`src/rtl/ptb_pkg.sv`:
```
`timescale 1ns/1ps
package ptb_pkg;
    typedef enum logic [1:0] {
        TB_FREE     = 2'b00,
        TB_ONCE     = 2'b01,
        TB_UPDN     = 2'b10,
        TB_UPDN_DBL = 2'b11
    } tb_mode_e;
endpackage

```
`src/rtl/ptb_prescaler.sv`:
```
`timescale 1ns/1ps
module ptb_prescaler #(
    parameter int SEL_W = 2
) (
    input  logic             clk,
    input  logic             rst_n,
    input  logic             run,
    input  logic [SEL_W-1:0] sel,
    output logic             tick
);
    // divide ratio is 4**sel, so the widest divider needs 2*(2**SEL_W - 1) bits
    localparam int CW = 2 * ((1 << SEL_W) - 1);
    localparam logic [CW-1:0] C_ONE = {{(CW-1){1'b0}}, 1'b1};

    typedef struct packed {
        logic [CW-1:0] cnt;
    } pre_st_t;

    pre_st_t     st_d, st_q;
    logic [CW:0] span;
    logic [CW-1:0] lim;

    always_comb begin
        span = '0;
        span[2 * sel] = 1'b1;
        lim  = span[CW-1:0] - C_ONE;
        tick = run && (st_q.cnt == lim);
        st_d = st_q;
        if (!run || tick) begin
            st_d.cnt = '0;
        end else begin
            st_d.cnt = st_q.cnt + C_ONE;
        end
    end

    always_ff @(posedge clk) begin
        if (!rst_n) st_q <= '0;
        else        st_q <= st_d;
    end
endmodule

```
`src/rtl/ptb_counter.sv`:
```
`timescale 1ns/1ps
module ptb_counter
    import ptb_pkg::*;
#(
    parameter int CNT_W = 12
) (
    input  logic             clk,
    input  logic             rst_n,
    input  logic             tick,
    input  logic [1:0]       mode,
    input  logic [CNT_W-1:0] period,
    output logic [CNT_W-1:0] count,
    output logic             down,
    output logic             evt,
    output logic             once_done
);
    localparam logic [CNT_W-1:0] C_ONE = {{(CNT_W-1){1'b0}}, 1'b1};

    typedef struct packed {
        logic [CNT_W-1:0] cnt;
        logic             down;
    } cnt_st_t;

    cnt_st_t  st_d, st_q;
    tb_mode_e mode_e;

    always_comb begin
        mode_e    = tb_mode_e'(mode);
        st_d      = st_q;
        evt       = 1'b0;
        once_done = 1'b0;
        if (tick) begin
            case (mode_e)
                TB_FREE, TB_ONCE: begin
                    st_d.down = 1'b0;
                    if (st_q.cnt >= period) begin
                        st_d.cnt  = '0;
                        evt       = 1'b1;
                        once_done = (mode_e == TB_ONCE);
                    end else begin
                        st_d.cnt = st_q.cnt + C_ONE;
                    end
                end
                default: begin
                    if (period == '0) begin
                        st_d.cnt  = '0;
                        st_d.down = 1'b0;
                    end else if (!st_q.down) begin
                        if (st_q.cnt >= period) begin
                            st_d.down = 1'b1;
                            st_d.cnt  = st_q.cnt - C_ONE;
                        end else begin
                            st_d.cnt = st_q.cnt + C_ONE;
                        end
                    end else if (st_q.cnt <= C_ONE) begin
                        st_d.cnt  = '0;
                        st_d.down = 1'b0;
                        evt       = 1'b1;
                    end else begin
                        st_d.cnt = st_q.cnt - C_ONE;
                    end
                end
            endcase
        end
    end

    always_ff @(posedge clk) begin
        if (!rst_n) st_q <= '0;
        else        st_q <= st_d;
    end

    assign count = st_q.cnt;
    assign down  = st_q.down;
endmodule

```
`src/rtl/ptb_postscaler.sv`:
```
`timescale 1ns/1ps
module ptb_postscaler #(
    parameter int POST_W = 4
) (
    input  logic              clk,
    input  logic              rst_n,
    input  logic              run,
    input  logic              evt,
    input  logic              bypass,
    input  logic [POST_W-1:0] ratio,
    output logic              fire
);
    localparam logic [POST_W-1:0] C_ONE = {{(POST_W-1){1'b0}}, 1'b1};

    typedef struct packed {
        logic [POST_W-1:0] cnt;
    } post_st_t;

    post_st_t st_d, st_q;

    always_comb begin
        fire = evt && (bypass || (st_q.cnt == ratio));
        st_d = st_q;
        if (!run || fire) begin
            st_d.cnt = '0;
        end else if (evt) begin
            st_d.cnt = st_q.cnt + C_ONE;
        end
    end

    always_ff @(posedge clk) begin
        if (!rst_n) st_q <= '0;
        else        st_q <= st_d;
    end
endmodule

```
`src/rtl/pwm_timebase.sv`:
```
`timescale 1ns/1ps
module pwm_timebase
    import ptb_pkg::*;
#(
    parameter int CNT_W  = 12,
    parameter int PRE_W  = 2,
    parameter int POST_W = 4
) (
    input  logic              clk,
    input  logic              rst_n,
    input  logic              en_set,
    input  logic              en_clr,
    input  logic [1:0]        mode,
    input  logic [CNT_W-1:0]  period,
    input  logic [PRE_W-1:0]  pre_sel,
    input  logic [POST_W-1:0] post_sel,
    input  logic              flag_clr,
    output logic [CNT_W-1:0]  count,
    output logic              count_down,
    output logic              irq_pulse,
    output logic              irq_flag,
    output logic              run_status
);
    typedef struct packed {
        logic run;
        logic pulse;
        logic flag;
    } top_st_t;

    top_st_t st_d, st_q;
    logic    tick;
    logic    evt;
    logic    once_done;
    logic    fire;
    logic    bypass;

    ptb_prescaler #(.SEL_W(PRE_W)) u_pre (
        .clk   (clk),
        .rst_n (rst_n),
        .run   (st_q.run),
        .sel   (pre_sel),
        .tick  (tick)
    );

    ptb_counter #(.CNT_W(CNT_W)) u_cnt (
        .clk       (clk),
        .rst_n     (rst_n),
        .tick      (tick),
        .mode      (mode),
        .period    (period),
        .count     (count),
        .down      (count_down),
        .evt       (evt),
        .once_done (once_done)
    );

    assign bypass = (tb_mode_e'(mode) == TB_ONCE);

    ptb_postscaler #(.POST_W(POST_W)) u_post (
        .clk    (clk),
        .rst_n  (rst_n),
        .run    (st_q.run),
        .evt    (evt),
        .bypass (bypass),
        .ratio  (post_sel),
        .fire   (fire)
    );

    always_comb begin
        st_d = st_q;
        if (en_set) begin
            st_d.run = 1'b1;
        end else if (en_clr || once_done) begin
            st_d.run = 1'b0;
        end
        st_d.pulse = fire;
        if (st_q.pulse) begin
            st_d.flag = 1'b1;
        end else if (flag_clr) begin
            st_d.flag = 1'b0;
        end
    end

    always_ff @(posedge clk) begin
        if (!rst_n) st_q <= '0;
        else        st_q <= st_d;
    end

    assign irq_pulse  = st_q.pulse;
    assign irq_flag   = st_q.flag;
    assign run_status = st_q.run;
endmodule

```
`config.mk`:
```
export PLATFORM = sky130hd
export DESIGN_NAME = pwm_timebase
export DESIGN_NICKNAME = d
export VERILOG_FILES = /design/src/rtl/ptb_pkg.sv /design/src/rtl/ptb_prescaler.sv /design/src/rtl/ptb_counter.sv /design/src/rtl/ptb_postscaler.sv /design/src/rtl/pwm_timebase.sv
export SDC_FILE = /design/constraint.sdc
export NUM_CORES = 1
export LEC_CHECK = 0
export BUFFER_PORTS_ARGS = -buffer_cell sky130_fd_sc_hd__buf_2
export CAP_MARGIN = 20
export CORE_UTILIZATION = 58
export CTS_BUF_LIST = sky130_fd_sc_hd__clkbuf_8
export CTS_CLUSTER_SIZE = 28
export DETAILED_ROUTE_END_ITERATION = 7
export GPL_TIMING_DRIVEN = 0
export MAX_ROUTING_LAYER = met4
export PLACE_DENSITY = 0.89
export REMOVE_ABC_BUFFERS = 1
export SLEW_MARGIN = 15
export SYNTH_ARGS = -nofsm -noshare
export SYNTH_HDL_FRONTEND = slang
export SYNTH_SLANG_ARGS = --single-unit
```
`constraint.sdc`:
```
create_clock -name clk -period 2.64 [get_ports clk]
set_input_delay 0.528 -clock clk [delete_from_list [all_inputs] [get_ports clk]]
set_output_delay 0.528 -clock clk [all_outputs]
set_load 0.005 [all_outputs]
```
==> summary.md, run 1 <==
| Metric | Value |
|---|---|
| Sequential element share of the synthesized area | 0.243 |
| Initial antenna violation count | 0 |
| Fraction of layout cells with a size suffix above 1 | 0.217 |
| Clock Pin Slew Worst Setup and Hold Paths | 100 ps |
| Syn Area/Cell | 7.58 sq um |
| Most instantiated library cell after synthesis | nor2_1 |
| DIE WIDTH | between 60 and 70 um |
| Switching Fraction | 0.242 |
| Register bit count reported by yosys | 26 |
| Total wire length | 5.09 mm |
| Post-placement cell count | roughly 350 |
| Global-route wire length before repair | between 8 and 9 mm |
| N_diodes | 0 |
| FF+latch area | 526 sq um |
| VDD IR max | 418 uV |
| Setup violators final | 0 |
| Vias per cell | 6.09 |
| # rows | 21 |
| Die H | 62.7 um |
| Switching power | about 0.00021 W |
| Worst Setup Start Kind | flip-flop |
| Tot Pwr | 0.000853 W |
| CP required | 2860 ps |
| Via Count | 2163 |
| Logic pwr share | 0.130 |
| Final Skew | around 3.5 ps |
| Nets | 352 |
| Worst reg2reg path startpoint | u_cnt.count[5] |
| Final Non-Filler Cells | 355 |
| Starting DRC count in detailed routing | approximately 180 |
| Worst Setup EP | u_cnt.count[8] |
| Area grow syn2layout | 13.3% |
| Detail Route Antenna Nets | 0 |
| Slew margin rel. | 0.616 |
| GRT Overall Usage | 0.278 |
| Flop pwr share | 0.472 |
| Footprint of the multi-input gates | around 0.0015 sq mm |
| Max cap viols | 0 |
| Crit path kind | reg -> reg |
| CTS buffer count | 3 |
| DRC | 0 |
| Synth Cell Area | roughly 0.0021 sq mm |
| Slew Viols, Final | 0 |
| Die ar. | 0.00393 sq mm |
| DRT Pass-1 Iters | 8 |
| Root Buffer Master | clkbuf_8 |
| Synthesized instance count | 282 |
| Core ar. | about 0.0034 sq mm |
| Worst-Skew Late Latency | approximately 270 ps |
| Post-synth cell types | 54 |
| Hold Path Origin | en_set |
| Yosys Warn Count | 0 |
| CP Capture Type | flip-flop |
| Most frequent cells after synthesis | nor2_1 (29), dfxtp_1 (26), inv_1 (21), nand2_1 (21), ha_1 (17) |
| CTS Hold Bufs | 0 |
| Post-synth EDFFs | 0 |
| Mean routed wirelength per cell | 14.3 um |
| CTS tree | yes |
| I/O Buffers | 40 |
| Unrepaired setup endpoints after global routing | false |
| Period Utilization, post-route | 0.920 |
| Clk network pwr share | 0.398 |
| RR Endpoint | u_cnt.count[8] |
| FF-to-FF setup slack | 210 ps |
| Initial Util | 0.621 |
| Leakage power | between 1 and 1.5 nW |
| R2R depth | 8 |
| Largest net degree at the start of global routing | 29 |
| IO Count | about 40 |
| Period minus WS final | ~2400 ps |
| Synth top area cells | dfxtp_1 (24%), ha_1 (9.9%), nor2_1 (5.1%) |
| Fin. Hold Viols | 0 |
| Clock Tree Buf Depth | 2 |
| Critical path origin | u_cnt.count[5] |
| Top FF cell, synth | dfxtp_1 |
| Sum Neg Setup Slack | 0 ps |
| Hold WC Path Type | in -> reg |
| Clk sinks | 26 |
| Ys async rst share | 0 |
| Fill count | 293 |
| Int Power | 0.000646 W |
| Worst-Margin Slew | 576 ps |
| CTS H-tree lvls | 1 |
| Remaining Overflow, GRT | 0 |
| Peak Freq | 412 MHz |
| Largest fanout on the critical path | 12 |
| Synth top area share | 0.243 |
| WP data arrival | 2650 ps |
| Status | complete, no violations |
| Cell taking the most area after synthesis | dfxtp_1 |
| Vias in the first global route | around 2000 |
| Gp weighted congestion | 0.940 |
| PwrDens | 352 mW/mm^2 |
| DP Wirelength | approximately 3.8 mm |
[critical path, cell delays in order, from the launching register on]
cell	delay [ps]
dfxtp_2	460
ha_1	280
a211oi_1	220
nand2_1	130
o221ai_4	370
a31oi_1	250
or2_2	360
a211oi_1	180
a31o_2	130
[per-layer routing]
metal / up-vias / track usage / wire (um)
li1: 1080 / - / -
met1: 988 / 0.330 / 2240
met2: 87 / 0.489 / 2490
met3: 8 / 0.0493 / 309
met4: 0 / 0.0523 / 56
met5: - / - / 0
[sequential cells by signal (all words and copies together), names as in the netlist]
name and count:
u_cnt.down 1, irq_pulse 1, run_status 1, u_post.st_q 4
u_pre.st_q 6, irq_flag 1, u_cnt.count 12
[cell usage in the layout, fill, tap and decap left out, types with 4 or more instances in the layout]
| cell type | count |
|---|---|
| a21oi_1 | 13 |
| dfxtp_1 | 22 |
| nor2_1 | 28 |
| ha_1 | 17 |
| a211oi_1 | 7 |
| xor2_1 | 5 |
| xnor2_1 | 8 |
| buf_2 | 40 |
| nor3_1 | 8 |
| dfxtp_2 | 4 |
| and3_1 | 8 |
| inv_1 | 21 |
| nand2_1 | 21 |
| a31oi_1 | 7 |
| o21ai_0 | 6 |
| o21a_1 | 4 |
| mux2i_1 | 4 |
| nand3_1 | 15 |
| nor4_1 | 6 |
| or3_1 | 4 |
| nand4_1 | 5 |
[power by group through the flow]
stage          clock, W  combinational [W]  sequential [W]
2_1_floorplan         0          0.0000655        0.000410
3_3_place_gp          0           0.000104        0.000411
3_5_place_dp          0           0.000109        0.000411
4_1_cts        0.000342           0.000110        0.000402
5_1_grt        0.000357           0.000125        0.000403
6_report       0.000339           0.000111        0.000402
[per-stage QoR]
step	hold WS [ps]	worst slack (ps)	instance area, sq um	util
final	458	210	2420	0.704
after global routing	451	7.36	2420	0.704
after CTS	457	101	2410	0.700
after detailed placement	457	-395	2320	0.674
after global placement	442	-360	2320	0.674
after floorplan	426	147	2060	-
[area by class of cell]
type | instances | area share
inverter | 22 | 0.0341
clock inverter | 1 | 0.0124
multi-input combinational | 217 | 0.613
sequential | 26 | 0.217
tap | 46 | 0.0237
clock buffer | 3 | 0.0170
timing repair buffer | 40 | 0.0826
[what timing repair did]
| action | in CTS | in global routing |
|---|---|---|
| resized for setup | 4 | 5 |
| pin swaps | 0 | 0 |
| buffers inserted | 0 | 0 |
| endpoints found under the setup margin | 18 | 8 |
[cell families after synthesis]
kind of cell | synth area share
simple gates | 0.284
compound gates | 0.226
buf+inv | 0.0749
flops | 0.243
fa+ha+maj | 0.0995
xor+xnor | 0.0532
mux | 0.0187
[how the worst min path moves through the flow]
stage	endpoint	slack (ps)	depth (start not counted)
floorplan	u_pre.st_q[0]	430	1
global placement	u_pre.st_q[0]	440	1
detailed placement	u_pre.st_q[0]	460	1
CTS	run_status	460	2
global route	run_status	450	2
finish	run_status	460	2
Power figures use the tool's default switching activity.
==> inputs of run 2 (changes only) <==
--- a/config.mk
+++ b/config.mk
@@ -7,6 +7,7 @@
 export LEC_CHECK = 0
 export BUFFER_PORTS_ARGS = -buffer_cell sky130_fd_sc_hd__buf_2
 export CAP_MARGIN = 20
+export CORE_MARGIN = 3
 export CORE_UTILIZATION = 58
 export CTS_BUF_LIST = sky130_fd_sc_hd__clkbuf_8
 export CTS_CLUSTER_SIZE = 28
==> summary.md, run 2 (synthesized netlist as in run 1, its figures left out) <==
| Metric | Value |
|---|---|
| Vias in the first global route | 2101 (was 2002) |
| N_diodes | 0 (unchanged) |
| Starting DRC count in detailed routing | 176 (was 183) |
| Worst-Skew Late Latency | 280 ps (was 270 ps) |
| VDD IR max | 399 uV (was 418 uV) |
| Largest net degree at the start of global routing | 29 (unchanged) |
| R2R depth | 10 (was 8) |
| Core ar. | 0.00344 sq mm (unchanged) |
| Fin util | 0.707 (was 0.704) |
| Initial Util | 0.621 (unchanged) |
| Most common cell after layout, fill and taps aside | buf_2 (unchanged) |
| Largest fanout on the critical path | 10 (was 12) |
| DRT Pass-1 Iters | 4 (was 8) |
| Fraction of layout cells with a size suffix above 1 | 0.222 (was 0.217) |
| Clock Pin Slew Worst Setup and Hold Paths | 100 ps (about the same) |
| DP Wirelength | 4.00 mm (was 3.80 mm) |
| Initial antenna violation count | 0 (unchanged) |
| Worst Setup Start Kind | flip-flop (unchanged) |
| CP max stage delay | 510 ps (was 460 ps) |
| Hold Path Origin | en_set (unchanged) |
| PwrDens | 351 mW/mm^2 (was 352 mW/mm^2) |
| Final Skew | 8.71 ps (was 3.52 ps) |
| Worst reg2reg path startpoint | u_cnt.count[0] (was u_cnt.count[5]) |
| Setup violators final | 0 (unchanged) |
| Hold WC Path Type | in -> reg (unchanged) |
| Slew margin rel. | 0.630 (was 0.616) |
| Leakage power | 1.13 nW (was 1.12 nW) |
| Critical path origin | u_cnt.count[0] (was u_cnt.count[5]) |
| CP required | 2810 ps (was 2860 ps) |
| CTS H-tree lvls | 1 (unchanged) |
| Nets | 354 (was 352) |
| Worst-Margin Slew | 555 ps (was 576 ps) |
| Fin. Hold Viols | 0 (unchanged) |
| DIE WIDTH | 66.7 um (was 62.7 um) |
| Detail Route Antenna Nets | 0 (unchanged) |
| IO Count | 41 (unchanged) |
| Period Utilization, post-route | 0.961 (was 0.920) |
| CTS buffer count | 3 (unchanged) |
| Gp weighted congestion | 0.990 (was 0.940) |
| Die ar. | 0.00445 sq mm (was 0.00393 sq mm) |
| Slowest cell on crit path | dfxtp_1 (was dfxtp_2) |
| Root Buffer Master | clkbuf_8 (unchanged) |
| Mean routed wirelength per cell | 15.3 um (was 14.3 um) |
| Peak Freq | 394 MHz (was 412 MHz) |
| Period minus WS final | 2540 ps (was 2430 ps) |
| CTS tree | yes (unchanged) |
| I/O Buffers | 40 (unchanged) |
| Most frequent cell on the critical path | a31oi_1 (was a211oi_1) |
| Crit path kind | reg -> reg (unchanged) |
| Crit path buf inv count | 2 (was 0) |
| Max cap viols | 0 (unchanged) |
| Stages on worst setup path | 10 (was 8) |
| Clock Tree Buf Depth | 2 (unchanged) |
| WP data arrival | 2710 ps (was 2650 ps) |
| DRC | 0 (unchanged) |
| Max reg flops | 12 (unchanged) |
| Delay-heaviest family, CP | compound AO/OA/AOI/OAI gates (unchanged) |
| Clk sinks | 26 (unchanged) |
| Global-route wire length before repair | 9.29 mm (was 8.80 mm) |
| GRT Overall Usage | 0.273 (was 0.278) |
| Commonest cells after routing, fill and taps aside | buf_2 (40), nor2_1 (29), inv_1 (21), nand2_1 (21), dfxtp_1 (20) (was buf_2 (40), nor2_1 (28), dfxtp_1 (22)) |
| CTS Hold Bufs | 0 (unchanged) |
| # rows | 21 (unchanged) |
| Total wire length | 5.47 mm (was 5.09 mm) |
| Via Count | 2211 (was 2163) |
| Area grow syn2layout | 13.9% (was 13.3%) |
| Hold depth | 2 (unchanged) |
| Status | complete, no violations (unchanged) |
| Slew Viols, Final | 0 (unchanged) |
| WHS | 455 ps (was 458 ps) |
| Remaining Overflow, GRT | 0 (unchanged) |
| Vias per cell | 6.19 (was 6.09) |
| Critical path, cell by cell | inv_1, ha_1, nor2_1, a21oi_1, o221ai_4, buf_4, a2111oi_0, a31oi_1, mux2i_1, a31oi_1 (was ha_1, a211oi_1, nand2_1, o221ai_4, a31oi_1, or2_2, a211oi_1, a31o_2) |
| Die H | 66.7 um (was 62.7 um) |
| CP Capture Type | flip-flop (unchanged) |
run 2: changes by cell type in the layout (fill, tap and decap cells not counted), sizes merged:
cell / change
buf: +2
run 2: worst paths after layout:
kind	end	slack, ps
min reg2reg	u_pre.st_q[0]	480
min	run_status	460
max	u_cnt.count[3]	100
max reg2reg	u_cnt.count[3]	100
run 2: per-stage QoR:
stage	worst slack (ps)	total power, W	cell area (sq um)	cells	setup TNS, ps
detailed placement	-390	0.000520	2320	351	-3150
floorplan	147	0.000476	2060	265	0
finish	102	0.000854	2430	357	0
global placement	-325	0.000516	2320	351	-2400
CTS	43.0	0.000861	2410	355	0
global route	-20.7	0.000895	2430	357	-20.7
run 2: cell type report:
type / instances / area [sq um]
clock inverter: 1 / 30.0
timing repair buffer: 42 / 215
fill: 287 / 1010
clock buffer: 3 / 41.3
multi-input combinational: 217 / 1480
sequential: 26 / 528
tap: 46 / 57.6
inverter: 22 / 82.6
run 2: repair_timing:
action                                  in CTS  in global routing
resized for setup                            4                  5
buffers inserted                             0                  2
endpoints found under the hold margin        0                  0
pin swaps                                    0                  1
endpoints found under the setup margin      18                 10
cloned                                       0                  0
run 2: power breakdown:
part | total, W | leakage (nW) | internal, W | switching, W
registers | 0.000403 | 0.213 | 0.000396 | 0.00000729
logic | 0.000112 | 0.878 | 0.0000475 | 0.0000641
clock network | 0.000339 | 0.0357 | 0.000203 | 0.000136
run 2: worst reg2reg max path: stages, from the launching register on:
cell	delay (ps)
dfxtp_1	510
inv_1	120
ha_1	290
nor2_1	40
a21oi_1	250
o221ai_4	210
buf_4	190
a2111oi_0	450
a31oi_1	110
mux2i_1	180
a31oi_1	90
run 2: layer usage:
layer	wire, um	track usage	vias up
li1	-	-	1079
met1	2260	0.322	1013
met2	2720	0.469	103
met3	368	0.0438	16
met4	116	0.0939	0
met5	0	-	-
==> inputs of run 3 (changes only) <==
--- a/config.mk
+++ b/config.mk
@@ -8,13 +8,13 @@
 export BUFFER_PORTS_ARGS = -buffer_cell sky130_fd_sc_hd__buf_2
 export CAP_MARGIN = 20
 export CORE_MARGIN = 3
-export CORE_UTILIZATION = 58
+export CORE_UTILIZATION = 45
 export CTS_BUF_LIST = sky130_fd_sc_hd__clkbuf_8
 export CTS_CLUSTER_SIZE = 28
 export DETAILED_ROUTE_END_ITERATION = 7
 export GPL_TIMING_DRIVEN = 0
 export MAX_ROUTING_LAYER = met4
-export PLACE_DENSITY = 0.89
+export PLACE_DENSITY = 0.73
 export REMOVE_ABC_BUFFERS = 1
 export SLEW_MARGIN = 15
 export SYNTH_ARGS = -nofsm -noshare
==> summary.md, run 3 (synthesized netlist as in run 1, its figures left out) <==
| Metric | Value |
|---|---|
| Status | complete, no violations (unchanged) |
| IO Count | 41 (unchanged) |
| Worst Setup Start Kind | flip-flop (unchanged) |
| Period Utilization, post-route | 0.917 (was 0.961) |
| Worst-Skew Late Latency | 280 ps (about the same) |
| N_diodes | 0 (unchanged) |
| Vias per cell | 5.89 (was 6.19) |
| Vias in the first global route | 1839 (was 2101) |
| Initial antenna violation count | 0 (unchanged) |
| Largest net degree at the start of global routing | 29 (unchanged) |
| I/O Buffers | 40 (unchanged) |
| Worst-Margin Slew | 547 ps (was 555 ps) |
| Slew Viols, Final | 0 (unchanged) |
| Mean routed wirelength per cell | 14.3 um (was 15.3 um) |
| Footprint of the multi-input gates | 0.00148 sq mm (about the same) |
| Leakage power | 1.11 nW (was 1.13 nW) |
| Setup violators final | 0 (unchanged) |
| Crit path kind | reg -> reg (unchanged) |
| Final Non-Filler Cells | 361 (was 357) |
| Total wire length | 5.18 mm (was 5.47 mm) |
| Max reg flops | 12 (unchanged) |
| Final std cell area, no fill | 0.00241 sq mm (was 0.00243 sq mm) |
| WP data arrival | 2650 ps (was 2710 ps) |
| Fin. Hold Viols | 0 (unchanged) |
| Global-route wire length before repair | 8.47 mm (was 9.29 mm) |
| Largest fanout on the critical path | 12 (was 10) |
| # rows | 24 (was 21) |
| Slew margin rel. | 0.635 (was 0.630) |
| Area grow syn2layout | 12.8% (was 13.9%) |
| Placed cell areas | 0.00233 sq mm (was 0.00232 sq mm) |
| FF+latch area | 527 sq um (was 528 sq um) |
| Peak Freq | 413 MHz (was 394 MHz) |
| Pre-CTS worst setup slack | -416 ps (was -390 ps) |
| Die ar. | 0.00562 sq mm (was 0.00445 sq mm) |
| VDD IR max | 289 uV (was 399 uV) |
| Initial Util | 0.478 (was 0.621) |
| Most common cell after layout, fill and taps aside | buf_2 (unchanged) |
| GRT Overall Usage | 0.199 (was 0.273) |
| Post-placement cell count | 357 (was 351) |
| Core ar. | 0.00447 sq mm (was 0.00344 sq mm) |
| Hold WC Path Type | in -> reg (unchanged) |
| DIE WIDTH | 74.9 um (was 66.7 um) |
| Nets | 352 (was 354) |
| CTS buffer count | 3 (unchanged) |
| Root Buffer Master | clkbuf_8 (unchanged) |
| CP required | 2870 ps (was 2810 ps) |
| Tot Pwr | 0.000780 W (was 0.000854 W) |
| Fraction of layout cells with a size suffix above 1 | 0.217 (was 0.222) |
| PwrDens | 323 mW/mm^2 (was 351 mW/mm^2) |
| Final Skew | 2.62 ps (was 8.71 ps) |
| DRT Pass-1 Iters | 4 (unchanged) |
| Post CTS Setup Buffer Count | 0 (unchanged) |
| Clock Tree Buf Depth | 2 (unchanged) |
| Die H | 74.9 um (was 66.7 um) |
| DP Wirelength | 3.94 mm (was 4.00 mm) |
| Starting DRC count in detailed routing | 139 (was 176) |
| Via Count | 2127 (was 2211) |
| Max cap viols | 0 (unchanged) |
| Detail Route Antenna Nets | 0 (unchanged) |
| Remaining Overflow, GRT | 0 (unchanged) |
| Clock Pin Slew Worst Setup and Hold Paths | 90 ps (was 100 ps) |
| Commonest cells after routing, fill and taps aside | buf_2 (40), nor2_1 (28), inv_1 (21), nand2_1 (21), dfxtp_1 (21) (was buf_2 (40), nor2_1 (29), inv_1 (21), nand2_1 (21), dfxtp_1 (20)) |
| Clk sinks | 26 (unchanged) |
| CTS Hold Bufs | 0 (unchanged) |
| Worst setup margin | 219 ps (was 102 ps) |
| CTS H-tree lvls | 1 (unchanged) |
| Period minus WS final | 2420 ps (was 2540 ps) |
| Unrepaired setup endpoints after global routing | false |
| Fill count | 431 (was 287) |
| Gp weighted congestion | 0.882 (was 0.990) |
| CP Capture Type | flip-flop (unchanged) |
| CTS tree | yes (unchanged) |
| DRC | 0 (unchanged) |
| WHS | 451 ps (was 455 ps) |
## run 3: cell types whose count changed in the layout (fill, tap and decap cells not counted)
cell	before	now
bufinv_16	1	0
clkbuf_8	3	4
nor2_1	29	28
nor2_2	0	1
dfxtp_1	20	21
buf_4	2	0
dfxtp_2	6	5
## run 3: layout make-up
cell class,count,area share
clock buffer,4,0.0228
inverter,22,0.0342
multi-input combinational,217,0.615
sequential,26,0.218
tap,52,0.0270
timing repair buffer,40,0.0830
## run 3: where the power goes
group          internal (W)  switching, W  leakage (nW)  total [W]
sequential         0.000396    0.00000670         0.213   0.000403
clock              0.000134      0.000134        0.0288   0.000268
combinational     0.0000475     0.0000623         0.870   0.000110
## run 3: through the flow
stage / utilization / setup TNS [ps]
2_1_floorplan: - / 0
3_3_place_gp: 0.520 / -2560
5_1_grt: 0.539 / 0
6_report: 0.539 / 0
3_5_place_dp: 0.520 / -3820
4_1_cts: 0.537 / 0
## run 3: worst max-delay path, stage by stage (launching register included)
cell,delay (ps)
dfxtp_2,460
ha_1,290
a211oi_1,200
nand2_1,120
o221ai_4,350
a31oi_1,260
or2_2,380
a211oi_1,180
a31o_2,130
## run 3: final timing paths
check                       from  cells after the start             end  slack [ps]
setup / recovery  u_cnt.count[5]                      8  u_cnt.count[8]         220
hold / removal            en_set                      2      run_status         450
setup reg to reg  u_cnt.count[5]                      8  u_cnt.count[8]         220
hold reg to reg    u_pre.st_q[0]                      1   u_pre.st_q[0]         470
## run 3: repair_timing
action | 4_1_cts | 5_1_grt
hold endpoints to repair | 0 | 0
endpoints found under the setup margin | 18 | 9
resized for setup | 4 | 5
## run 3: routing by layer
layer  vias to the layer above  wire length, um  GRT usage  part of all wire
li1                       1072                -          -                 -
met1                       984             2390      0.262              0.46
met2                        64             2420      0.315              0.47
met3                         7              286     0.0227             0.055
met4                         0               80     0.0692             0.015
met5                         -                0          -                 0
